[src/rtl/gpio_irq_pkg.sv]
package gpio_irq_pkg;
  localparam int CFG_W = 32;

  typedef enum logic [1:0] {
    ACT_HIGH = 2'd0,
    ACT_LOW  = 2'd1,
    ACT_BOTH = 2'd2,
    ACT_RSVD = 2'd3
  } act_e;

  typedef enum logic [1:0] {
    PWR_RUN  = 2'd0,
    PWR_S0I3 = 2'd1,
    PWR_S3   = 2'd2,
    PWR_S45  = 2'd3
  } pwr_e;

  typedef struct packed {
    logic [21:0] rsvd;
    logic        out_val;
    logic        out_en;
    logic        wake_s45;
    logic        wake_s3;
    logic        wake_s0i3;
    logic        unmask;
    logic        irq_en;
    act_e        act;
    logic        lvl_trig;
  } pin_cfg_t;
endpackage

[src/rtl/gpio_irq_trig.sv]
module gpio_irq_trig
  import gpio_irq_pkg::*;
(
  input  logic clk_i,
  input  logic rst_ni,
  input  logic lvl_i,
  input  logic lvl_trig_i,
  input  act_e act_i,
  input  logic en_i,
  output logic hit_o,
  output logic lvl_q_o
);
  logic prev_q, primed_q;
  logic rise, fall;

  always_ff @(posedge clk_i or negedge rst_ni) begin
    if (!rst_ni) begin
      prev_q   <= 1'b0;
      primed_q <= 1'b0;
    end else begin
      prev_q   <= lvl_i;
      primed_q <= 1'b1;
    end
  end

  // no edge until a real previous sample exists
  assign rise = primed_q & lvl_i & ~prev_q;
  assign fall = primed_q & ~lvl_i & prev_q;

  always_comb begin
    hit_o = 1'b0;
    if (en_i) begin
      if (lvl_trig_i) begin
        unique case (act_i)
          ACT_HIGH: hit_o = lvl_i;
          ACT_LOW:  hit_o = ~lvl_i;
          default:  hit_o = 1'b0;
        endcase
      end else begin
        unique case (act_i)
          ACT_HIGH: hit_o = rise;
          ACT_LOW:  hit_o = fall;
          ACT_BOTH: hit_o = rise | fall;
          default:  hit_o = 1'b0;
        endcase
      end
    end
  end

  assign lvl_q_o = prev_q;
endmodule

[src/rtl/gpio_irq_wake_sel.sv]
module gpio_irq_wake_sel
  import gpio_irq_pkg::*;
(
  input  pwr_e pwr_i,
  input  logic wk_s0i3_i,
  input  logic wk_s3_i,
  input  logic wk_s45_i,
  output logic wake_en_o
);
  always_comb begin
    unique case (pwr_i)
      PWR_S0I3: wake_en_o = wk_s0i3_i;
      PWR_S3:   wake_en_o = wk_s3_i;
      PWR_S45:  wake_en_o = wk_s45_i;
      default:  wake_en_o = 1'b0;
    endcase
  end
endmodule

[src/rtl/gpio_irq_sticky.sv]
module gpio_irq_sticky (
  input  logic clk_i,
  input  logic rst_ni,
  input  logic set_irq_i,
  input  logic set_wake_i,
  input  logic clr_irq_i,
  input  logic clr_wake_i,
  output logic irq_q_o,
  output logic wake_q_o
);
  // set has priority over a same-cycle clear
  always_ff @(posedge clk_i or negedge rst_ni) begin
    if (!rst_ni) begin
      irq_q_o  <= 1'b0;
      wake_q_o <= 1'b0;
    end else begin
      irq_q_o  <= set_irq_i  | (irq_q_o  & ~clr_irq_i);
      wake_q_o <= set_wake_i | (wake_q_o & ~clr_wake_i);
    end
  end
endmodule

[src/rtl/gpio_irq_det.sv]
module gpio_irq_det
  import gpio_irq_pkg::*;
#(
  parameter int NPINS = 4
) (
  input  logic                   clk_i,
  input  logic                   rst_ni,
  input  logic [NPINS-1:0]       pin_lvl_i,
  input  logic [NPINS*CFG_W-1:0] cfg_i,
  input  logic [NPINS-1:0]       clr_irq_i,
  input  logic [NPINS-1:0]       clr_wake_i,
  input  logic [1:0]             sleep_state_i,
  output logic [NPINS-1:0]       irq_sts_o,
  output logic [NPINS-1:0]       wake_sts_o,
  output logic [NPINS-1:0]       pending_o,
  output logic [NPINS-1:0]       pin_sts_o,
  output logic [NPINS-1:0]       pad_oe_o,
  output logic [NPINS-1:0]       pad_out_o
);
  pwr_e pwr;
  assign pwr = pwr_e'(sleep_state_i);

  for (genvar p = 0; p < NPINS; p++) begin : g_pin
    pin_cfg_t cfg;
    logic     hit, wake_en;
    logic     unused_rsvd;

    assign cfg         = pin_cfg_t'(cfg_i[p*CFG_W +: CFG_W]);
    assign unused_rsvd = ^cfg.rsvd;

    gpio_irq_trig u_trig (
      .clk_i      (clk_i),
      .rst_ni     (rst_ni),
      .lvl_i      (pin_lvl_i[p]),
      .lvl_trig_i (cfg.lvl_trig),
      .act_i      (cfg.act),
      .en_i       (cfg.irq_en),
      .hit_o      (hit),
      .lvl_q_o    (pin_sts_o[p])
    );

    gpio_irq_wake_sel u_wsel (
      .pwr_i     (pwr),
      .wk_s0i3_i (cfg.wake_s0i3),
      .wk_s3_i   (cfg.wake_s3),
      .wk_s45_i  (cfg.wake_s45),
      .wake_en_o (wake_en)
    );

    gpio_irq_sticky u_sticky (
      .clk_i      (clk_i),
      .rst_ni     (rst_ni),
      .set_irq_i  (hit),
      .set_wake_i (hit & wake_en),
      .clr_irq_i  (clr_irq_i[p]),
      .clr_wake_i (clr_wake_i[p]),
      .irq_q_o    (irq_sts_o[p]),
      .wake_q_o   (wake_sts_o[p])
    );

    assign pending_o[p] = (irq_sts_o[p] | wake_sts_o[p]) & cfg.unmask;
    assign pad_oe_o[p]  = cfg.out_en;
    assign pad_out_o[p] = cfg.out_val;
  end
endmodule

[config.mk]
export PLATFORM = sky130hd
export DESIGN_NAME = gpio_irq_det
export DESIGN_NICKNAME = d
export VERILOG_FILES = /design/src/rtl/gpio_irq_pkg.sv /design/src/rtl/gpio_irq_trig.sv /design/src/rtl/gpio_irq_wake_sel.sv /design/src/rtl/gpio_irq_sticky.sv /design/src/rtl/gpio_irq_det.sv
export SDC_FILE = /design/constraint.sdc
export NUM_CORES = 1
export LEC_CHECK = 0
export BUFFER_PORTS_ARGS = -buffer_cell sky130_fd_sc_hd__buf_2
export CAP_MARGIN = 30
export CORE_AREA = 2 2 64 66
export CTS_CLUSTER_DIAMETER = 120
export DETAILED_ROUTE_END_ITERATION = 10
export DIE_AREA = 0 0 66 68
export PLACE_DENSITY_LB_ADDON = 0.2
export REMOVE_ABC_BUFFERS = 1
export SYNTH_ARGS = -nofsm -noshare
export SYNTH_HDL_FRONTEND = slang
export SYNTH_HIERARCHICAL = 1
export SYNTH_SLANG_ARGS = --single-unit
[constraint.sdc]
create_clock -name clk_i -period 1.95 [get_ports clk_i]
set_input_delay 0.39 -clock clk_i [delete_from_list [all_inputs] [get_ports clk_i]]
set_output_delay 0.39 -clock clk_i [all_outputs]
set_load 0.03 [all_outputs]
Word-level counts from Yosys, hierarchy flattened
Cells that the tools add are included.
{ "word_totals": {"word_cells": 112, "register_bits": 13, "output_inout_bits": 24} }
{ "classes": {"muxes": 20, "eq_ne": 11, "n_reduce_logical": 4, "bitwise": 64} }
{ "op_table": {"columns": ["operator", "count"], "rows": [
  ["$and 1x1->1", 32],
  ["$pmux 1 s3", 8],
  ["$not 1->1", 16],
  ["$or 1x1->1", 16],
  ["$eq 2x2->1 const B", 6],
  ["$eq 2x1->1 const B", 5],
  ["$logic_not 2->1", 4],
  ["$mux 1", 8],
  ["$pmux 1 s2", 4]
]} }

Logic depth before layout (Yosys ltp)
Gate-level depths: netlist (run 1).
{ "logic_depth": {"depth_word": 9, "mapped_depth": 5} }

Hierarchy
Netlist (run 1), hierarchy kept.
{ "modules_own_cells": {"columns": ["module", "cells_per_inst", "n_inst", "area_each_um2"], "rows": [
  ["gpio_irq_trig", 11, 4, 112.6],
  ["gpio_irq_sticky", 6, 4, 72.6],
  ["gpio_irq_det", 16, 1, 115.1],
  ["gpio_irq_wake_sel", 3, 4, 23.8]
]} }

Least setup slack after synthesis (run 1)
OpenSTA, ideal clock, no wires.
{ "synth_path": {"path_kind": "register -> register", "startpoint": "register g_pin[0].u_trig.prev_q", "endpoint": "register g_pin[0].u_sticky.wake_q_o", "synth_period_minus_slack_ps": 1300, "t_required_ps": 1832, "n_path_buf": 0, "slack_ps": 650, "path_stages_with_launch": 6, "arrival_ps": 1182, "setup_ps": 118, "path_cell_list": "dfrtp_1 > and4bb_2 > nand2b_1 > a31oi_1 > and2_1 > a21o_1"} }
{ "synth_via": {"elab_chain_len": 8, "word_cells_on_any_way": 9, "classes_between": "mux (3); bitwise (6)"} }
{ "synth_lines": {"columns": ["element", "line_no", "source"], "rows": [
  ["start: declaration", "gpio_irq_trig.sv:13", "logic prev_q, primed_q;"],
  ["start signal: assignment", "gpio_irq_trig.sv:21", "prev_q <= lvl_i;"],
  ["$not 1->1", "gpio_irq_trig.sv:27", "assign rise = primed_q & lvl_i & ~prev_q;"],
  ["$and 1x1->1", "gpio_irq_trig.sv:27", null],
  ["$or 1x1->1", "gpio_irq_trig.sv:43", "ACT_BOTH: hit_o = rise | fall;"],
  ["$pmux 1 s3 (*)", "gpio_irq_trig.sv:40", "unique case (act_i)"],
  ["$mux 1 (*)", "gpio_irq_trig.sv:33", "if (lvl_trig_i) begin"],
  ["$mux 1 (*)", "gpio_irq_trig.sv:32", "if (en_i) begin"],
  ["named net g_pin[0].hit", "gpio_irq_det.sv:25", "logic hit, wake_en;"],
  ["$and 1x1->1 (*)", "gpio_irq_det.sv:54", ".set_wake_i (hit & wake_en),"],
  ["$or 1x1->1 (*)", "gpio_irq_sticky.sv:18", "wake_q_o <= set_wake_i | (wake_q_o & ~clr_wake_i);"],
  ["end signal: assignment", "gpio_irq_sticky.sv:18", null],
  ["end: declaration", "gpio_irq_sticky.sv:9", "output logic wake_q_o"]
]} }
The timed path passes the listed nets; every way through them passes the cells marked *.

Final worst setup path (run 1)
{ "layout_path": {"startpoint": "register g_pin[3].u_sticky.wake_q_o", "endpoint": "output port pending_o[3]"} }
{ "layout_via": {"elab_chain_len": 2} }
{ "layout_lines": {"columns": ["element", "line_no", "source"], "rows": [
  ["start: declaration", "gpio_irq_sticky.sv:9", null],
  ["start signal: assignment", "gpio_irq_sticky.sv:18", null],
  ["$or 1x1->1", "gpio_irq_det.sv:61", "assign pending_o[p] = (irq_sts_o[p] | wake_sts_o[p]) & cfg.unmask;"],
  ["$and 1x1->1", "gpio_irq_det.sv:61", null],
  ["end: declaration", "gpio_irq_det.sv:15", "output logic [NPINS-1:0] pending_o,"]
]} }
Every way passes these cells.

==> impl_metrics.tcl, run 1 <==
set metrics [dict create \
    grt_usage_pct 14.2 \
    synth_area_leader_cell "dfrtp_1" \
    chipWidth_um 66 \
    cts_max_level 1 \
    fin_worst_skew_ns 0.000889 \
    fin_nets 300 \
    syn-cell-area_um2 951 \
    synthTopCellsByArea "dfrtp_1 (42%), mux2i_1 (13%), a21o_1 (6.3%)" \
    cts_setup_buffers 0 \
    rsz0062_at_grt "no" \
    hold_class "input pin to asynchronous set/reset pin" \
    arrival_ns 1.01 \
    cts_buffers 3 \
    io_buffers 63 \
    switching_power_uw 241 \
    holdWs_ns 0.0619 \
    wire_per_inst_um 15.2 \
    place_area_um2 1270 \
    crit_chain "o21a_1 > buf_2" \
    ir_drop_mv 0.228 \
    syn2layout_area_growth_pct 37.8 \
    path_class "register to output pin" \
    p_leak_uw 0.000770 \
    syn_avg_cell_area_um2 9.91 \
    startpoint_type "register" \
    max-clock-path-buffers 2 \
    multi_input_area_um2 460 \
    netlist.area_leader.share_pct 42.1 \
    diodes 0 \
    combinationalPowerShare_pct 24.3 \
    placementRows 23 \
    design_area_um2 1310 \
    start_util_pct 24.7 \
    drt_iter0_drc 10 \
    ys.flop_type "dfrtp_1" \
    finalHoldViolCount 0 \
    core_area_um2 3860 \
    cts_root_buf "clkbuf_8" \
    drtPass1Iterations 4 \
    wl_mm 3.11 \
    grt_pass1_vias 882 \
    pwr-share-seq_pct 45.0 \
    min_period_ns 1.40 \
    dieHeight_um 68 \
    avgViaCountPerCell 4.37 \
    synth-seq-cells 16 \
    drive_gt1_share_pct 45.5 \
    yosysSeqAreaShare_pct 42.1 \
    fillCellCount 422 \
    clkTransAtPathRegs_ns 0.07 \
    total_power_uw 815 \
    outcome "finished clean" \
    cts_tree "yes" \
    switching_share_pct 29.5 \
    cp_max_fo 3 \
    grt-ovfl-total 0 \
    crit_slowest_cell "dfrtp_1" \
    die_area_um2 4490 \
    internal_power_uw 575 \
    cp_top_family "flip-flops" \
    via_count 892 \
    syn_inst 96 \
    cts_sinks 16 \
    period_share_pct 71.8 \
    clk_latency_ns 0.24 \
    cpPeakStageDelay_ns 0.40 \
    synth_cell_type_count 16 \
    synth_edf_count 0 \
    grt_first_pass_wirelength_mm 4.59 \
    hold_buffers 0 \
    power.density_nw_per_um2 622 \
    clock_power_share_pct 30.7 \
    report.final.slew_viol_count 0 \
    grt_antenna_before_repair 0 \
    setup_violations 0 \
    drcViolationCount 0 \
    cap_viol_max_count 0 \
    io_pins 168 \
    worst_ep_required_time_ns 1.56 \
    grt_max_degree 17 \
    register_area_um2 400 \
    path_buf_inv 1 \
    fmax_ghz 0.715 \
    cts_resized 0 \
    critPathCaptureType "output pin" \
    ant_nets 0 \
    final_util_pct 34.0 \
    yosys_warnings 6 \
    dp_hpwl_mm 2.63 \
    async_flop_share_pct 100 \
    fin_setup_tns_ns 0 \
    gp_congestion 0.663 \
]
-- worst paths after layout --
kind	startpoint	depth (start not counted)	to	slack, ns
worst min-delay path	rst_ni	1	g_pin[1].u_trig/primed_q	0.06
worst max-delay path	g_pin[3].u_sticky/wake_q_o	2	pending_o[3]	0.55
max in group asynchronous	rst_ni	1	g_pin[0].u_sticky/wake_q_o	1.60
worst max register to register	g_pin[2].u_trig/lvl_q_o	5	g_pin[2].u_sticky/wake_q_o	0.72
worst min register to register	g_pin[2].u_sticky/irq_q_o	1	g_pin[2].u_sticky/irq_q_o	0.50
min in group clk_i	pin_lvl_i[0]	1	g_pin[0].u_trig/lvl_q_o	0.29
-- through the flow --
stage / setup slack (ns) / cells
after floorplan: 0.650 / 88
after global placement: 0.610 / 201
after detailed placement: 0.591 / 201
after CTS: 0.537 / 204
after global routing: 0.501 / 204
final: 0.551 / 204
-- power groups by stage --
stage	clock (uW)	combinational [uW]	sequential (uW)
3_5_place_dp	0	201	372
4_1_cts	255	201	367
5_1_grt	279	218	370
3_3_place_gp	0	196	372
2_1_floorplan	0	67.1	403
6_report	250	198	367
-- layout make-up --
cell class / count / area share [%]
sequential: 16 / 30.6
timing repair buffer: 63 / 24.1
inverter: 8 / 2.29
tap: 50 / 4.78
multi-input combinational: 64 / 35.1
clock buffer: 3 / 3.15
-- placed cells by master (no fill, tap or decap) --
cell type,instances
buf_2,63
dfrtp_1,16
mux2i_1,12
inv_1,8
a21o_1,8
and2_1,4
o21a_1,4
and4bb_2,4
nand2b_1,4
nand3b_1,4
nor2_1,4
o211ai_1,4
o21ai_0,4
a31oi_1,4
conb_1,4
nand2_1,4
clkbuf_8,3
-- Yosys cell counts (all sizes together) (8+ instances only) --
cell / count
inv: 8
mux2i: 12
a21o: 8
dfrtp: 16
buf: 8
-- registers in the layout (all words and copies together) (netlist names) --
name	count
g_pin.u_sticky/irq_q_o	4
g_pin.u_sticky/wake_q_o	4
g_pin.u_trig/lvl_q_o	4
g_pin.u_trig/primed_q	4
-- metal layers --
| metal | vias to the layer above | global-route usage (%) | share of wire (%) | wire [um] |
|---|---|---|---|---|
| li1 | 442 | - | - | - |
| met1 | 394 | 15.9 | 37 | 1160 |
| met2 | 54 | 24.2 | 48 | 1510 |
| met3 | 2 | 6.91 | 14 | 425 |
| met4 | 0 | 3.83 | 0.42 | 13 |
| met5 | - | 0 | 0 | 0 |
-- cell families (layout without fill, tap and decap cells) --
| logic type | after synthesis | in the layout | synth area share (%) |
|---|---|---|---|
| other | 4 | 4 | 1.58 |
| and+or+nand+nor | 24 | 24 | 16.8 |
| buffers and inverters | 16 | 74 | 9.47 |
| muxes | 12 | 12 | 12.6 |
| DFF | 16 | 16 | 42.1 |
| AOI/OAI and AO/OA | 24 | 24 | 17.4 |
Power figures use the tool's default switching activity.
==> run 2: changes to the inputs <==
--- a/config.mk
+++ b/config.mk
@@ -7,10 +7,9 @@
 export LEC_CHECK = 0
 export BUFFER_PORTS_ARGS = -buffer_cell sky130_fd_sc_hd__buf_2
 export CAP_MARGIN = 30
-export CORE_AREA = 2 2 64 66
+export CORE_UTILIZATION = 24
 export CTS_CLUSTER_DIAMETER = 120
 export DETAILED_ROUTE_END_ITERATION = 10
-export DIE_AREA = 0 0 66 68
 export PLACE_DENSITY_LB_ADDON = 0.2
 export REMOVE_ABC_BUFFERS = 1
 export SYNTH_ARGS = -nofsm -noshare
==> constraint.sdc (replaced) <==
create_clock -name clk_i -period 1.14 [get_ports clk_i]
set_input_delay 0.228 -clock clk_i [delete_from_list [all_inputs] [get_ports clk_i]]
set_output_delay 0.228 -clock clk_i [all_outputs]
set_load 0.03 [all_outputs]
==> run 2 against run 1 <==
Largest cell class is now non-clock buffers. Worst setup slack got worse by 0.64 ns. Utilization rose by 7.8 points. The flow now finishes with violations (setup timing). Critical path depth rose by 3. Clock-buffer cell count rose by 1. Combinational power rose by 130%. Design area rose by 19%.
==> impl_metrics.tcl, run 2 (same netlist as run 1, synthesis figures left out) <==
set metrics [dict create \
    reg2reg_slack_ns -0.09 \
    drt_iter0_drc 43 \
    ant_nets 0 \
    dpl.cell_count 204 \
    grt_max_degree 17 \
    fin_nets 316 \
    grt_antenna_before_repair 0 \
    cts_sinks 16 \
    worst_ep_required_time_ns 1.28 \
    p_leak_uw 0.000879 \
    finalNonFillerCells 219 \
    drive_gt1_share_pct 52.0 \
    placementRows 22 \
    drtPass1Iterations 4 \
    power.density_nw_per_um2 1020 \
    dieHeight_um 64.9 \
    report.final.slew_viol_count 0 \
    ir_drop_mv 0.416 \
    hold_class "input pin to register" \
    clkTransAtPathRegs_ns 0.07 \
    rsz0062_at_grt "yes" \
    max-clock-path-buffers 2 \
    chipWidth_um 64.9 \
    final_util_pct 41.8 \
    grt_first_pass_wirelength_mm 4.59 \
    arrival_ns 1.38 \
    total_power_uw 1590 \
    fmax_ghz 0.810 \
    setup_slack_ns -0.0941 \
    fin_worst_skew_ns 0.00294 \
    fillCellCount 410 \
    grt-ovfl-total 0 \
    setup_violations 14 \
    cts_buffers 3 \
    startpoint_type "register" \
    path_class "register to register" \
    cts_max_level 1 \
    cts_tree "yes" \
    layout_common_cells "buf_2 (51), buf_6 (19), dfrtp_1 (16)" \
    core_area_um2 3740 \
    multi_input_area_um2 479 \
    layout_commonest_cell "buf_2" \
    cts_root_buf "clkbuf_8" \
    period_share_pct 108 \
    io_pins 168 \
    register_area_um2 400 \
    start_util_pct 25.4 \
    gp_congestion 0.668 \
    via_count 985 \
    drcViolationCount 0 \
    avgViaCountPerCell 4.50 \
    critPathCaptureType "register" \
    min_period_ns 1.23 \
    grt_pass1_vias 938 \
    wl_mm 3.15 \
    io_buffers 63 \
    finalHoldViolCount 0 \
    diodes 0 \
    die_area_um2 4220 \
    clk_latency_ns 0.25 \
    syn2layout_area_growth_pct 64.5 \
    dp_hpwl_mm 2.47 \
    cap_viol_max_count 0 \
    grt_usage_pct 15.2 \
    cp_max_fo 4 \
    place_ws_ns -0.108 \
    violations "setup timing" \
    wire_per_inst_um 14.4 \
    outcome "complete, but fails checks" \
]
## run 2: cell types whose count changed in the layout (fill, tap and decap cells not counted), moves of 3 or more
| cell | change |
|---|---|
| a31oi_2 | +3 |
| buf_6 | +19 |
| buf_4 | +8 |
| a31oi_1 | -3 |
| buf_2 | -12 |
## run 2: metrics by stage
stage / setup TNS [ns] / hold WS [ns] / cell area [um2]
3_5_place_dp: -0.495 / 0.177 / 1300
4_1_cts: -0.813 / 0.113 / 1500
3_3_place_gp: -0.315 / 0.174 / 1300
5_1_grt: -1.67 / 0.109 / 1560
6_report: -0.931 / 0.115 / 1560
2_1_floorplan: -0.704 / -0.0676 / 891
## run 2: cell type report
type | instances | area share (%)
repair buffers | 79 | 34.5
well taps | 48 | 3.84
flip-flops and latches | 16 | 25.6
inverters | 8 | 1.92
clock buffers | 4 | 3.52
multi-input cells | 64 | 30.6
## run 2: worst paths after layout
kind,start,end,cells after the start
min in group asynchronous,rst_ni,g_pin[1].u_trig/lvl_q_o,2
max in group asynchronous,rst_ni,g_pin[2].u_sticky/wake_q_o,2
min,pin_lvl_i[0],g_pin[0].u_trig/lvl_q_o,1
min reg2reg,g_pin[2].u_sticky/wake_q_o,g_pin[2].u_sticky/wake_q_o,2
max reg2reg,g_pin[2].u_trig/lvl_q_o,g_pin[2].u_sticky/wake_q_o,5
max,g_pin[2].u_trig/lvl_q_o,g_pin[2].u_sticky/wake_q_o,5
## run 2: what timing repair did
action	CTS	global route
pin swaps	13	5
setup buffers	7	3
resized for setup	25	9
cloned	0	0
hold buffers	1	0
hold endpoints to repair	16	0
endpoints found under the setup margin	13	20
## run 2: layer usage
layer	share of wire [%]	vias to the layer above	track usage, %	routed length (um)
met5	0	-	0	0
met4	4.7	0	8.89	147
met3	12	13	6.34	381
met2	49	62	25.9	1530
met1	35	439	15.3	1090
li1	-	471	-	-
## run 2: worst max-delay path, cell delays in order (launching register included)
cell      delay, ns
dfrtp_1        0.41
and4bb_2       0.24
nand2b_1       0.08
a31oi_2        0.10
and2_1         0.15
a21o_1         0.14
## run 2: power breakdown
group	internal, uW	switching, uW	leakage (uW)
Combinational	235	217	0.000649
Sequential	602	25.1	0.000201
Clock	307	203	0.0000288
==> run 3: changes to the inputs <==
==> constraint.sdc (replaced) <==
create_clock -name clk_i -period 1 [get_ports clk_i]
set_input_delay 0.2 -clock clk_i [delete_from_list [all_inputs] [get_ports clk_i]]
set_output_delay 0.2 -clock clk_i [all_outputs]
set_load 0.03 [all_outputs]
==> run 3 against run 2 <==
The flow still finishes with violations (setup timing). First-iteration DRC count fell by 81%. Utilization increased by 1.4 points. Design area up 3.4%. Worst hold slack got worse by 0.018 ns. Sequential cell count unchanged. Worst setup slack got worse by 0.14 ns. Clock power rose by 15%. Critical path depth stayed put. Non-clock buffer count grew 3. Global-route usage increased by 0.25 points. Routed wire length is essentially flat. Sequential power up 14%. Critical path type unchanged. Critical endpoint is now g_pin[0].u_sticky/wake_q_o. Largest power group unchanged.
==> impl_metrics.tcl, run 3 (same netlist as run 1, synthesis figures left out) <==
set metrics [dict create \
    outcome "complete, but fails checks" \
    violations "setup timing" \
    arrival_ns 1.37 \
    chipWidth_um 64.9 \
    period_share_pct 123 \
    drcViolationCount 0 \
    path_class "register to register" \
    fmax_ghz 0.813 \
    layout_common_cells "buf_2 (47), buf_6 (26), dfrtp_1 (16)" \
    drive_gt1_share_pct 52.3 \
    dpl.cell_count 206 \
    worst_ep_required_time_ns 1.14 \
    dieHeight_um 64.9 \
    core_area_um2 3740 \
    place_area_um2 1320 \
    total_power_uw 1840 \
    setup_violations 24 \
    startpoint_type "register" \
    diodes 0 \
    wire_per_inst_um 14.2 \
    wl_mm 3.15 \
    ir_drop_mv 0.425 \
    dp_hpwl_mm 2.49 \
    grt_antenna_before_repair 0 \
    cts_buffers 3 \
    cts_root_buf "clkbuf_8" \
    placementRows 22 \
    io_pins 168 \
    cts_tree "yes" \
    design_area_um2 1620 \
    ant_nets 0 \
    gp_congestion 0.659 \
    grt_pass1_vias 952 \
    cap_viol_max_count 0 \
    grt_usage_pct 15.4 \
    clkTransAtPathRegs_ns 0.07 \
    reg2reg_slack_ns -0.23 \
    cts_sinks 16 \
    critPathCaptureType "register" \
    die_area_um2 4220 \
    holdWs_ns 0.0969 \
    min_period_ns 1.23 \
    io_buffers 63 \
    report.final.slew_viol_count 0 \
    fillCellCount 403 \
    setup_slack_ns -0.230 \
    syn2layout_area_growth_pct 70.0 \
    power.density_nw_per_um2 1140 \
    cpPeakStageDelay_ns 0.42 \
    max-clock-path-buffers 2 \
    drtPass1Iterations 2 \
    finalHoldViolCount 0 \
    via_count 987 \
    cp_max_fo 4 \
    start_util_pct 25.4 \
    fin_worst_skew_ns 0.000827 \
    crit_slowest_cell "dfrtp_1" \
    layout_commonest_cell "buf_2" \
    grt_max_degree 17 \
    cts_max_level 1 \
    p_leak_uw 0.000904 \
    drt_iter0_drc 8 \
    rsz0062_at_grt "yes" \
    hold_class "input pin to register" \
    clk_latency_ns 0.25 \
    grt_first_pass_wirelength_mm 4.67 \
    grt-ovfl-total 0 \
    crit_chain "and4bb_2 > nand2b_1 > a31oi_2 > and2_1 > a21o_1" \
    finalNonFillerCells 222 \
    avgViaCountPerCell 4.45 \
    fin_nets 319 \
]
## run 3: worst paths after layout
check / startpoint / to / cells past startpoint
min in group asynchronous: rst_ni / g_pin[1].u_trig/primed_q / 2
worst max-delay path: g_pin[0].u_trig/lvl_q_o / g_pin[0].u_sticky/wake_q_o / 5
worst min-delay path: pin_lvl_i[0] / g_pin[0].u_trig/lvl_q_o / 1
worst max register to register: g_pin[0].u_trig/lvl_q_o / g_pin[0].u_sticky/wake_q_o / 5
max in group asynchronous: rst_ni / g_pin[2].u_sticky/wake_q_o / 2
worst min register to register: g_pin[3].u_sticky/irq_q_o / g_pin[3].u_sticky/irq_q_o / 1
## run 3: critical path: cells and delay by family (launching register included)
family / cells / cell delay, ns
DFF: 1 / 0.42
AOI/OAI and AO/OA: 2 / 0.24
and+or+nand+nor: 3 / 0.47
## run 3: report_power, final
part / switching, uW / internal (uW) / leakage (uW)
sequential: 30.2 / 687 / 0.000201
clock: 235 / 349 / 0.0000288
combinational: 248 / 291 / 0.000674
total: 513 / 1330 / 0.000904
## run 3: repair_timing
| action | 4_1_cts | 5_1_grt |
|---|---|---|
| hold buffers | 1 | 0 |
| buffers inserted | 9 | 2 |
| hold endpoints to repair | 16 | 0 |
| gates resized for setup | 41 | 3 |
| setup endpoints to repair | 24 | 24 |
| pin swaps | 13 | 1 |
## run 3: layer usage
| layer | GRT usage [%] | up-vias | part of all wire [%] |
|---|---|---|---|
| met2 | 26.3 | 57 | 49 |
| li1 | - | 478 | - |
| met5 | 0 | - | 0 |
| met3 | 5.46 | 8 | 11 |
| met4 | 8.06 | 0 | 3.4 |
| met1 | 16.6 | 444 | 36 |
## run 3: metrics by stage
| stage | worst slack (ns) | TNS, ns | utilization (%) |
|---|---|---|---|
| 6_report | -0.230 | -3.49 | 43.2 |
| 5_1_grt | -0.302 | -4.59 | 43.2 |
| 4_1_cts | -0.236 | -3.40 | 42.5 |
| 3_5_place_dp | -0.238 | -1.58 | 35.2 |
| 3_3_place_gp | -0.220 | -1.42 | 35.2 |
| 2_1_floorplan | -0.300 | -2.03 | - |
## run 3: final cells by class
class	count	area [um2]	area share, %
flip-flops and latches	16	400	24.8
repair buffers	82	598	37.0
multi-input cells	64	473	29.3
clock buffers	4	55.1	3.41
well taps	48	60.1	3.72
inverters	8	30.0	1.86
